`src/rtl/ee_ptr_pkg.sv`:
```
package ee_ptr_pkg;
  localparam int BYTE_W = 8;

  typedef enum logic [2:0] {
    ST_IDLE,
    ST_DEV,
    ST_WADDR,
    ST_WDATA,
    ST_READ
  } seq_st_e;
endpackage

```
`src/rtl/ee_addr_ptr.sv`:
```
module ee_addr_ptr #(
  parameter int ADDR_W = 8,
  parameter int PAGE_W = 4
) (
  input  logic              clk_i,
  input  logic              rst_ni,
  input  logic              load_i,
  input  logic [ADDR_W-1:0] load_val_i,
  input  logic              inc_wr_i,
  input  logic              inc_rd_i,
  output logic [ADDR_W-1:0] ptr_o
);
  localparam logic [PAGE_W-1:0] ONE_P = PAGE_W'(1);
  localparam logic [ADDR_W-1:0] ONE_A = ADDR_W'(1);

  logic [ADDR_W-1:0] ptr_q;

  always_ff @(posedge clk_i or negedge rst_ni) begin
    if (!rst_ni)       ptr_q <= '0;
    else if (load_i)   ptr_q <= load_val_i;
    else if (inc_wr_i) ptr_q <= {ptr_q[ADDR_W-1:PAGE_W], ptr_q[PAGE_W-1:0] + ONE_P};
    else if (inc_rd_i) ptr_q <= ptr_q + ONE_A;
  end

  assign ptr_o = ptr_q;

  AST_WR_ROW_HELD: assert property (@(posedge clk_i) disable iff (!rst_ni)
    inc_wr_i && !load_i |=> ptr_o[ADDR_W-1:PAGE_W] == $past(ptr_o[ADDR_W-1:PAGE_W]));
  AST_WR_LOW_STEP: assert property (@(posedge clk_i) disable iff (!rst_ni)
    inc_wr_i && !load_i |=> ptr_o[PAGE_W-1:0] == $past(ptr_o[PAGE_W-1:0]) + ONE_P);
  AST_RD_FULL_STEP: assert property (@(posedge clk_i) disable iff (!rst_ni)
    inc_rd_i && !load_i && !inc_wr_i |=> ptr_o == $past(ptr_o) + ONE_A);
  AST_PTR_HOLD: assert property (@(posedge clk_i) disable iff (!rst_ni)
    !load_i && !inc_wr_i && !inc_rd_i |=> $stable(ptr_o));
endmodule

```
`src/rtl/ee_page_buf.sv`:
```
module ee_page_buf #(
  parameter int PAGE_W = 4,
  parameter int DATA_W = 8
) (
  input  logic              clk_i,
  input  logic              rst_ni,
  input  logic              clear_i,
  input  logic              wr_i,
  input  logic [PAGE_W-1:0] wr_idx_i,
  input  logic [DATA_W-1:0] wr_data_i,
  input  logic              commit_i,
  output logic              any_o,
  output logic              walk_o,
  output logic              done_o,
  output logic              we_o,
  output logic [PAGE_W-1:0] idx_o,
  output logic [DATA_W-1:0] data_o
);
  localparam int PAGE_N = 1 << PAGE_W;
  localparam logic [PAGE_W-1:0] LAST_IDX = PAGE_W'(PAGE_N - 1);

  logic [PAGE_N-1:0][DATA_W-1:0] slots;
  logic [PAGE_N-1:0]             mask;
  logic                          walk_q, done_q;
  logic [PAGE_W-1:0]             idx_q;

  for (genvar g = 0; g < PAGE_N; g++) begin : g_slot
    logic [DATA_W-1:0] slot_q;
    logic              vld_q;
    logic              hit;
    assign hit = wr_i && (wr_idx_i == PAGE_W'(g));

    always_ff @(posedge clk_i or negedge rst_ni) begin
      if (!rst_ni)  slot_q <= '0;
      else if (hit) slot_q <= wr_data_i;
    end

    // valid mask: one bit per received slot
    always_ff @(posedge clk_i or negedge rst_ni) begin
      if (!rst_ni)                  vld_q <= 1'b0;
      else if (clear_i || done_q)   vld_q <= 1'b0;
      else if (hit)                 vld_q <= 1'b1;
    end

    assign slots[g] = slot_q;
    assign mask[g]  = vld_q;
  end

  always_ff @(posedge clk_i or negedge rst_ni) begin
    if (!rst_ni) begin
      walk_q <= 1'b0;
      done_q <= 1'b0;
      idx_q  <= '0;
    end else begin
      done_q <= 1'b0;
      if (walk_q) begin
        idx_q <= idx_q + PAGE_W'(1);
        if (idx_q == LAST_IDX) begin
          walk_q <= 1'b0;
          done_q <= 1'b1;
        end
      end else if (commit_i) begin
        walk_q <= 1'b1;
        idx_q  <= '0;
      end
    end
  end

  assign any_o  = |mask;
  assign walk_o = walk_q;
  assign done_o = done_q;
  assign idx_o  = idx_q;
  assign we_o   = walk_q && mask[idx_q];
  assign data_o = slots[idx_q];

  AST_BUF_FROZEN: assert property (@(posedge clk_i) disable iff (!rst_ni)
    walk_q |-> !wr_i && !clear_i);
  AST_DONE_AFTER_WALK: assert property (@(posedge clk_i) disable iff (!rst_ni)
    done_o |-> $past(walk_q) && !walk_q);
  AST_COMMIT_HAS_DATA: assert property (@(posedge clk_i) disable iff (!rst_ni)
    commit_i && !walk_q |-> any_o);
endmodule

```
`src/rtl/ee_wr_timer.sv`:
```
module ee_wr_timer #(
  parameter int CYCLES = 250000
) (
  input  logic clk_i,
  input  logic rst_ni,
  input  logic start_i,
  output logic busy_o
);
  localparam int CW = $clog2(CYCLES + 1);
  localparam logic [CW-1:0] LOAD = CW'(CYCLES);

  logic [CW-1:0] cnt_q;

  always_ff @(posedge clk_i or negedge rst_ni) begin
    if (!rst_ni)           cnt_q <= '0;
    else if (start_i)      cnt_q <= LOAD;
    else if (cnt_q != '0)  cnt_q <= cnt_q - CW'(1);
  end

  assign busy_o = (cnt_q != '0);

  AST_TMR_NO_RESTART: assert property (@(posedge clk_i) disable iff (!rst_ni)
    start_i |-> !busy_o);
  AST_TMR_RUNS: assert property (@(posedge clk_i) disable iff (!rst_ni)
    start_i |=> busy_o);
endmodule

```
`src/rtl/ee_ptr_ctrl.sv`:
```
module ee_ptr_ctrl
  import ee_ptr_pkg::*;
#(
  parameter int          PAGE_W    = 4,
  parameter int          WR_CYCLES = 250000,
  parameter logic [3:0]  DEV_CODE  = 4'b1010
) (
  input  logic              clk_i,
  input  logic              rst_ni,
  input  logic [2:0]        sel_i,
  input  logic              start_i,
  input  logic              stop_i,
  input  logic              byte_vld_i,
  input  logic [BYTE_W-1:0] byte_i,
  input  logic              rd_req_i,
  output logic              ack_o,
  output logic              rd_vld_o,
  output logic [BYTE_W-1:0] rd_data_o,
  output logic [BYTE_W-1:0] mem_addr_o,
  output logic              mem_we_o,
  output logic [BYTE_W-1:0] mem_wdata_o,
  input  logic [BYTE_W-1:0] mem_rdata_i
);
  localparam int ADDR_W = BYTE_W;

  seq_st_e           st_q;
  logic              ack_q, rd_vld_q;
  logic [BYTE_W-1:0] rd_data_q;
  logic [ADDR_W-1:0] ptr;
  logic              busy, tmr_busy;
  logic              pb_any, pb_walk, pb_done, pb_we;
  logic [PAGE_W-1:0] pb_idx;
  logic [BYTE_W-1:0] pb_data;
  logic              byte_ev, dev_match;
  logic              ptr_load, inc_wr, inc_rd, buf_clear, commit;

  assign byte_ev   = byte_vld_i && !start_i && !stop_i;
  assign dev_match = (byte_i[7:4] == DEV_CODE) && (byte_i[3:1] == sel_i);
  assign busy      = pb_walk || pb_done || tmr_busy;

  assign ptr_load  = byte_ev && (st_q == ST_WADDR);
  assign inc_wr    = byte_ev && (st_q == ST_WDATA);
  assign inc_rd    = rd_req_i && (st_q == ST_READ);
  assign buf_clear = start_i && !busy;   // repeated start drops pending data
  assign commit    = stop_i && (st_q == ST_WDATA) && pb_any;

  always_ff @(posedge clk_i or negedge rst_ni) begin
    if (!rst_ni) begin
      st_q  <= ST_IDLE;
      ack_q <= 1'b0;
    end else if (start_i) begin
      st_q <= ST_DEV;
    end else if (stop_i) begin
      st_q <= ST_IDLE;
    end else if (byte_vld_i) begin
      unique case (st_q)
        ST_DEV: begin
          if (dev_match && !busy) begin
            ack_q <= 1'b1;
            st_q  <= byte_i[0] ? ST_READ : ST_WADDR;
          end else begin
            ack_q <= 1'b0;
            st_q  <= ST_IDLE;
          end
        end
        ST_WADDR: begin
          ack_q <= 1'b1;
          st_q  <= ST_WDATA;
        end
        ST_WDATA: ack_q <= 1'b1;
        default:  ack_q <= 1'b0;
      endcase
    end
  end

  always_ff @(posedge clk_i or negedge rst_ni) begin
    if (!rst_ni) begin
      rd_vld_q  <= 1'b0;
      rd_data_q <= '0;
    end else begin
      rd_vld_q <= inc_rd;
      if (inc_rd) rd_data_q <= mem_rdata_i;
    end
  end

  ee_addr_ptr #(.ADDR_W(ADDR_W), .PAGE_W(PAGE_W)) u_ptr (
    .clk_i      (clk_i),
    .rst_ni     (rst_ni),
    .load_i     (ptr_load),
    .load_val_i (byte_i),
    .inc_wr_i   (inc_wr),
    .inc_rd_i   (inc_rd),
    .ptr_o      (ptr)
  );

  ee_page_buf #(.PAGE_W(PAGE_W), .DATA_W(BYTE_W)) u_buf (
    .clk_i     (clk_i),
    .rst_ni    (rst_ni),
    .clear_i   (buf_clear),
    .wr_i      (inc_wr),
    .wr_idx_i  (ptr[PAGE_W-1:0]),
    .wr_data_i (byte_i),
    .commit_i  (commit),
    .any_o     (pb_any),
    .walk_o    (pb_walk),
    .done_o    (pb_done),
    .we_o      (pb_we),
    .idx_o     (pb_idx),
    .data_o    (pb_data)
  );

  ee_wr_timer #(.CYCLES(WR_CYCLES)) u_tmr (
    .clk_i   (clk_i),
    .rst_ni  (rst_ni),
    .start_i (pb_done),
    .busy_o  (tmr_busy)
  );

  assign ack_o       = ack_q;
  assign rd_vld_o    = rd_vld_q;
  assign rd_data_o   = rd_data_q;
  assign mem_we_o    = pb_we;
  assign mem_wdata_o = pb_data;
  assign mem_addr_o  = pb_walk ? {ptr[ADDR_W-1:PAGE_W], pb_idx} : ptr;

  AST_BUSY_NACK: assert property (@(posedge clk_i) disable iff (!rst_ni)
    byte_ev && (st_q == ST_DEV) && busy |=> !ack_o);
  AST_IDLE_NACK: assert property (@(posedge clk_i) disable iff (!rst_ni)
    byte_ev && (st_q == ST_IDLE) |=> !ack_o);
  AST_WE_NOT_IN_XFER: assert property (@(posedge clk_i) disable iff (!rst_ni)
    mem_we_o |-> (st_q != ST_WDATA) && (st_q != ST_READ));
  AST_RD_AFTER_REQ: assert property (@(posedge clk_i) disable iff (!rst_ni)
    rd_vld_o |-> $past(rd_req_i));
  AST_COMMIT_ON_STOP: assert property (@(posedge clk_i) disable iff (!rst_ni)
    $rose(pb_walk) |-> $past(stop_i));
endmodule

```
`config.mk`:
```
export PLATFORM = sky130hd
export DESIGN_NAME = ee_ptr_ctrl
export DESIGN_NICKNAME = d
export VERILOG_FILES = /design/src/rtl/ee_ptr_pkg.sv /design/src/rtl/ee_addr_ptr.sv /design/src/rtl/ee_page_buf.sv /design/src/rtl/ee_wr_timer.sv /design/src/rtl/ee_ptr_ctrl.sv
export SDC_FILE = /design/constraint.sdc
export NUM_CORES = 1
export LEC_CHECK = 0
export ABC_AREA = 1
export BUFFER_PORTS_ARGS = -buffer_cell sky130_fd_sc_hd__buf_2
export CAP_MARGIN = 20
export CORE_ASPECT_RATIO = 0.7
export CORE_MARGIN = 4
export CORE_UTILIZATION = 45
export DETAILED_ROUTE_END_ITERATION = 8
export PLACE_DENSITY = 0.67
export SYNTH_ARGS = -nofsm -noshare
export SYNTH_HDL_FRONTEND = slang
export SYNTH_SLANG_ARGS = --single-unit
export TNS_END_PERCENT = 100
```
`constraint.sdc`:
```
create_clock -name clk_i -period 2.5 [get_ports clk_i]
set_input_delay 0.125 -clock clk_i [delete_from_list [all_inputs] [get_ports clk_i]]
set_output_delay 0.125 -clock clk_i [all_outputs]
set_load 0.02 [all_outputs]
```
==> out/qor.txt, run 1 <==
Iter 0 DRT Violations = 793
Skew-Pair Late Insertion Delay = 0.45 ns
Max-cap viol count = 0
Arrival @ worst endpoint = 2.26 ns
Slew Viols, Final = 0
Final wirelength = 24800 um
Total gr overflow = 0
Static leakage = 4.91 nW
CTS tree = done
Req. time, crit path = 2.38 ns
Final hold violations = 0
Slew headroom = 50.6%
Ys async rst share = 100%
Drt wl/cell = 16.8 um
Post-DP HPWL = 16700 um
Num Clock Sinks = 189
Post-synth EDFFs = 0
Crit path max fanout = 22
Final std cells w/o fill = 1471
Clk buf depth = 2
Die height = 127 um
Post-route clock period utilization = 95.3%
Row cnt = 43
Vias in the first global route = 7373
Cells after DPL = 1425
Ys flop type = dfrtp_1
CTS buffer count = 17
Final hold slack = 0.0133 ns
Syn. warnings = 0
Area delta synth->final = 13.8%
Post-Place Worst Slack = 0.439 ns
Root buffer cell = clkbuf_16
Synth top area share = 51.9%
Layout cells sized above 1 = 9.91%
VDD IR-drop max = 0.482 mV
Final setup violation count = 0
Global-route wire length before repair = 40600 um
Final min period = 2.38 ns
Worst-margin pin slew = 0.742 ns
Post-route ant nets = 0
Initial antenna violation count = 0
Most frequent cells after synthesis = nand2_1 (298), o21ai_0 (198), dfrtp_1 (189)
Most frequent cell after synthesis = nand2_1
Cells after Synth = 1143
PD cells = 592 nW/um2
Initial Utilization = 45.9%
Vias = 7858
H-Tree Depth = 4
Result of the run = finished, final reports clean
Critical path endpoint category = output pin
CTS clk-pin slew, worst paths = 0.08 ns
I/O Pins = 52
Drt pass-1 iters = 5
GRT Overall Usage = 22.9%
Flops & latches, synth = 189
Startpoint types = flop
Netlist cell types = 37
Antenna diodes = 0
DR vias/cell = 5.34
I/O Buffers = 51
Worst Hold Class = in2reg
Critical path class = reg2out
Total power = 0.00614 W
# DRC = 0
Clock skew = 0.0125 ns
RSZ-0062 raised after global routing = yes
Post-Syn Area = 9110 um2
Syn nets = 1174
Cell taking the most area after synthesis = dfrtp_1
Largest net degree at the start of global routing = 84
Seq/Total Area, Yosys = 51.9%
Mean Syn Cell Area = 7.97 um2
Die X = 178 um
Largest cells by area after synthesis = dfrtp_1 (52%), nand2_1 (12%), o21ai_0 (11%), nor2_1 (5.0%), inv_1 (4.1%)
Die ar. = 22600 um2
Core Area = 19900 um2
Max Clock Freq = 420 MHz
RePlAce Congestion = 0.895
Nets = 1219
Worst setup slack after layout = 0.118 ns
[layout make-up]
type                            count  area, um2
Timing Repair Buffer               85        633
Tap cell                          270        338
Fill cell                        1843       9490
Inverter                          105        395
Clock buffer                       18        429
Sequential cell                   189       4730
Multi-Input combinational cell    790       3650
Clock inverter                     14        183
[critical path, stage by stage, from the launching register on]
cell and delay, ns:
dfrtp_1 0.35, buf_4 0.27, inv_1 0.24, nor2_1 0.14, o21ai_0 0.08, nand3_1 0.10, o2111ai_1 0.22, o21ai_0 0.19
buf_2 0.21
[cells in the final DEF, fill, tap and decap left out, types with 4 or more instances in the layout]
cell and count:
nand4_1 11, nand2_1 298, nor3_1 7, dlygate4sd3_1 14, inv_6 4, buf_4 13, nand3_1 46, buf_2 50
dfrtp_1 188, clkbuf_16 17, nand2_2 4, a21oi_1 41, o21ai_0 198, inv_1 100, buf_12 6, o2111ai_1 12
nor2_1 122, o211ai_1 14, ha_1 6
[routing by layer]
| metal | vias to the layer above | part of all wire [%] | track usage, % |
|---|---|---|---|
| met5 | - | 0 | 0 |
| met4 | 0 | 1.0 | 4.55 |
| met3 | 26 | 6.2 | 5.29 |
| met2 | 228 | 43 | 33.4 |
| met1 | 3788 | 49 | 35.3 |
| li1 | 3816 | - | - |
[flip-flops by register name (all words and copies together) (netlist names)]
| register | cells |
|---|---|
| ack_o | 1 |
| rd_data_o | 8 |
| rd_vld_o | 1 |
| st_q | 3 |
| u_buf.done_o | 1 |
| u_buf.g_slot.slot_q | 128 |
| u_buf.g_slot.vld_q | 16 |
| u_buf.idx_o | 4 |
| u_buf.walk_o | 1 |
| u_ptr.ptr_o | 8 |
| u_tmr.cnt_q | 18 |
[stage by stage]
stage | util (%) | instance area, um2 | setup TNS [ns]
6_report | 52.2 | 10400 | 0
5_1_grt | 52.2 | 10400 | -0.0145
4_1_cts | 52.2 | 10400 | 0
3_5_place_dp | 48.4 | 9610 | 0
3_3_place_gp | 48.4 | 9610 | 0
2_1_floorplan | - | 9110 | 0
[logic make-up after synthesis]
family	after synthesis	synth area share, %
xor+xnor	4	0.385
simple gates	498	22.2
fa+ha+maj	6	0.824
compound gates	282	16.8
flops	189	51.9
buf+inv	164	7.93
[timing repair]
| item | 4_1_cts | 5_1_grt |
|---|---|---|
| setup endpoints to repair | 0 | 4 |
| gates resized for setup | 0 | 2 |
| endpoints found under the hold margin | 94 | 0 |
| hold buffers | 14 | 0 |
| setup buffers | 0 | 0 |
[final timing paths]
path                                            start                                     to  slack (ns)  cells past startpoint
setup / recovery           u_buf.idx_o[1]$_DFFE_PN0P_                         mem_wdata_o[7]        0.12                      8
hold / removal                                start_i                    st_q[0]$_DFFE_PN0P_        0.01                      3
setup reg to reg           u_tmr.cnt_q[0]$_DFFE_PN0P_     u_buf.g_slot[11].vld_q$_DFFE_PN0P_        0.38                      9
hold reg to reg              rd_data_o[2]$_DFFE_PN0P_               rd_data_o[2]$_DFFE_PN0P_        0.47                      2
max in group asynchronous                      rst_ni  u_buf.g_slot[6].slot_q[2]$_DFFE_PN0P_        1.57                      3
min in group asynchronous                      rst_ni  u_buf.g_slot[4].slot_q[7]$_DFFE_PN0P_        0.28                      2
[power by group]
| part | total (W) | internal, W | switching [W] |
|---|---|---|---|
| clock | 0.00286 | 0.00160 | 0.00127 |
| sequential | 0.00306 | 0.00306 | 0.00000542 |
| combinational | 0.000209 | 0.0000579 | 0.000151 |
| total | 0.00614 | 0.00471 | 0.00142 |
Power figures use the tool's default switching activity.
==> run 2, diff against run 1 <==
CORE_UTILIZATION = 32   (was 45)
PLACE_DENSITY = 0.52   (was 0.67)
==> run 2 against run 1 <==
Compared with the run above: non-clock buffer count up 7; critical path type unchanged; critical path depth decreased by 1; highest routed layer unchanged; largest power group unchanged; flip-flop and latch count did not move; critical endpoint is now mem_wdata_o[2]; sequential power hardly changed; die area increased by 38%.
==> out/qor.txt, run 2 (same netlist as run 1, synthesis figures left out) <==
FF-to-FF End = u_buf.g_slot[10].vld_q$_DFFE_PN0P_
Skew-Pair Late Insertion Delay = 0.45 ns (about the same)
Net Sw Power = 0.00136 W (-4.4%)
Drt wl/cell = 17.0 um (+0.79%)
# DRC = 0 (unchanged)
Vias = 7783 (-0.95%)
Storage cell area = 4730 um2 (unchanged)
CTS clk-pin slew, worst paths = 0.07 ns (about the same)
Cell area after placement = 9720 um2 (+1.2%)
Worst Hold Class = in2reg
Clk pwr share = 48.0% (+1.3 points)
I/O Buffers = 51 (unchanged)
Area delta synth->final = 16.2%
Global-route wire length before repair = 42900 um (+5.6%)
Reg2reg setup slack = 0.36 ns (-0.02 ns)
Reg2reg start = u_tmr.cnt_q[0]$_DFFE_PN0P_
Final min period = 2.36 ns (-0.0236 ns)
Root buffer cell = clkbuf_16
Post-CTS setup repair buffer count = 0 (unchanged)
Post-route clock period utilization = 94.3% (-0.94 points)
Total gr overflow = 0 (unchanged)
# fillers = 2978 (+62%)
Max-cap viol count = 0 (unchanged)
Worst Hold Path EP = u_buf.g_slot[1].slot_q[1]$_DFFE_PN0P_
RePlAce Congestion = 0.832 (-7.0%)
Iter 0 DRT Violations = 621 (-22%)
Final setup violation count = 0 (unchanged)
Final hold violations = 0 (unchanged)
Nets = 1226 (+0.57%)
GRT Overall Usage = 17.5% (-5.4 points)
Final setup TNS = 0 ns (unchanged)
Post-route ant nets = 0 (unchanged)
Register bank with the most flops = u_buf.g_slot.slot_q
Max Clock Freq = 424 MHz (+1.0%)
Critical path class = reg2out
I/O Pins = 52 (unchanged)
Fin area = 10600 um2 (+2.1%)
Critical path endpoint category = output pin
P_int = 0.00494 W (+4.8%)
RSZ-0062 raised after global routing = no
Largest net degree at the start of global routing = 105 (+25%)
Most common cell after layout, fill and taps aside = nand2_1
Final wirelength = 26800 um (+8.3%)
Slew Viols, Final = 0 (unchanged)
Drt pass-1 iters = 5 (unchanged)
Logic pwr share = 3.4% (about the same)
DR vias/cell = 4.93 (-7.8%)
Static leakage = 4.95 nW (+0.88%)
Startpoint types = flop
Req. time, crit path = 2.38 ns (about the same)
Sequential share of power = 48.7% (-1.2 points)
R2R depth = 9 (unchanged)
Biggest regs = u_buf.g_slot.slot_q (128), u_tmr.cnt_q (18), u_buf.g_slot.vld_q (16)
Num Clock Sinks = 189 (unchanged)
VDD IR-drop max = 0.419 mV (-13%)
Slew headroom = 46.8% (-3.8 points)
Initial antenna violation count = 0 (unchanged)
Die height = 149 um (+17%)
Clk buf depth = 2 (unchanged)
Layout cells sized above 1 = 10.3% (+0.44 points)
Switching share of power = 21.6% (-1.6 points)
Most frequent cells in the layout = nand2_1 (298), o21ai_0 (198), dfrtp_1 (188)
Hold path startpoint = byte_i[1]
Die ar. = 31300 um2 (+38%)
Max reg flops = 128 (unchanged)
CTS tree = done
Clock skew = 0.00984 ns (-0.00269 ns)
Crit path max fanout = 16 (-27%)
H-Tree Depth = 4 (unchanged)
Die X = 210 um (+18%)
Area of the multi-input gates = 3660 um2 (+0.17%)
Row cnt = 51 (+19%)
Core Area = 27900 um2 (+41%)
CTS buffer count = 17 (unchanged)
Vias in the first global route = 7432 (+0.80%)
Arrival @ worst endpoint = 2.23 ns (-0.03 ns)
PD cells = 595 nW/um2 (+0.51%)
Hold Path Cell Cnt = 3 (unchanged)
Post-DP HPWL = 18300 um (+9.3%)
Initial Utilization = 32.6% (-13 points)
Result of the run = finished, final reports clean
Worst-margin pin slew = 0.797 ns (+0.0554 ns)
==> run 2: changes by cell type in the layout (fill, tap and decap cells not counted), moves of 2 or more <==
cell and delta:
buf_12 -4, buf_4 +7, bufinv_16 +2, clkbuf_8 +2, clkinv_2 +3, clkinv_4 -2
dlygate4sd3_1 +3, inv_6 -4
==> run 2: layer usage <==
layer	global-route usage, %	share of wire, %	routed length (um)	vias to the layer above
li1	-	-	-	3829
met1	27.5	52	13900	3775
met2	24.8	42	11300	160
met3	3.38	4.9	1320	19
met4	3.78	0.93	250	0
met5	0	0	0	-
==> run 2: worst max-delay path by stage <==
| stage | startpoint | endpoint | slack (ns) | cells past startpoint |
|---|---|---|---|---|
| floorplan | u_tmr.cnt_q[0]$_DFFE_PN0P_ | u_buf.g_slot[14].vld_q$_DFFE_PN0P_ | 0.72 | 10 |
| global placement | u_tmr.cnt_q[0]$_DFFE_PN0P_ | u_buf.g_slot[15].vld_q$_DFFE_PN0P_ | 0.48 | 9 |
| detailed placement | u_tmr.cnt_q[0]$_DFFE_PN0P_ | u_buf.g_slot[14].vld_q$_DFFE_PN0P_ | 0.39 | 9 |
| CTS | u_buf.idx_o[0]$_DFFE_PN0P_ | mem_wdata_o[6] | 0.06 | 7 |
| global route | u_buf.idx_o[0]$_DFFE_PN0P_ | mem_wdata_o[6] | 0.02 | 7 |
| finish | u_buf.idx_o[0]$_DFFE_PN0P_ | mem_wdata_o[2] | 0.14 | 7 |
==> run 2: cell type report <==
type                            instances  area share, %
Multi-Input combinational cell        790           34.6
Timing Repair Buffer                   92           6.40
Inverter                              105           3.78
Sequential cell                       189           44.7
Clock buffer                           20           4.31
Antenna cell                            1         0.0236
Tap cell                              371           4.39
Clock inverter                         12           1.81
==> run 2: repair_timing <==
| item | CTS | global route |
|---|---|---|
| gates resized for setup | 0 | 5 |
| endpoints found under the hold margin | 77 | 0 |
| hold buffers | 17 | 0 |
| endpoints found under the setup margin | 0 | 4 |
==> run 2: critical path, cell delays in order, from the launching register on <==
cell	delay, ns
dfrtp_2	0.48
inv_4	0.18
buf_4	0.23
o21ai_0	0.11
nand3_1	0.09
o2111ai_1	0.26
o21ai_0	0.22
buf_2	0.21
==> run 2: power by group through the flow <==
stage / clock network [W] / registers [W] / logic [W]
2_1_floorplan: 0 / 0.00312 / 0.0000502
3_3_place_gp: 0 / 0.00312 / 0.000197
3_5_place_dp: 0 / 0.00312 / 0.000196
4_1_cts: 0.00309 / 0.00307 / 0.000217
5_1_grt: 0.00323 / 0.00306 / 0.000238
6_report: 0.00302 / 0.00307 / 0.000211
==> run 2: metrics by stage <==
| step | total power (W) | hold WS, ns | instances | util, % | setup slack (ns) |
|---|---|---|---|---|---|
| global route | 0.00653 | 0.0389 | 1579 | 37.9 | 0.0190 |
| floorplan | 0.00317 | -0.171 | 1143 | - | 0.724 |
| global placement | 0.00332 | 0.160 | 1529 | 34.8 | 0.483 |
| detailed placement | 0.00332 | 0.155 | 1529 | 34.8 | 0.391 |
| CTS | 0.00637 | 0.0136 | 1578 | 37.7 | 0.0630 |
| finish | 0.00630 | 0.0345 | 1580 | 37.9 | 0.142 |
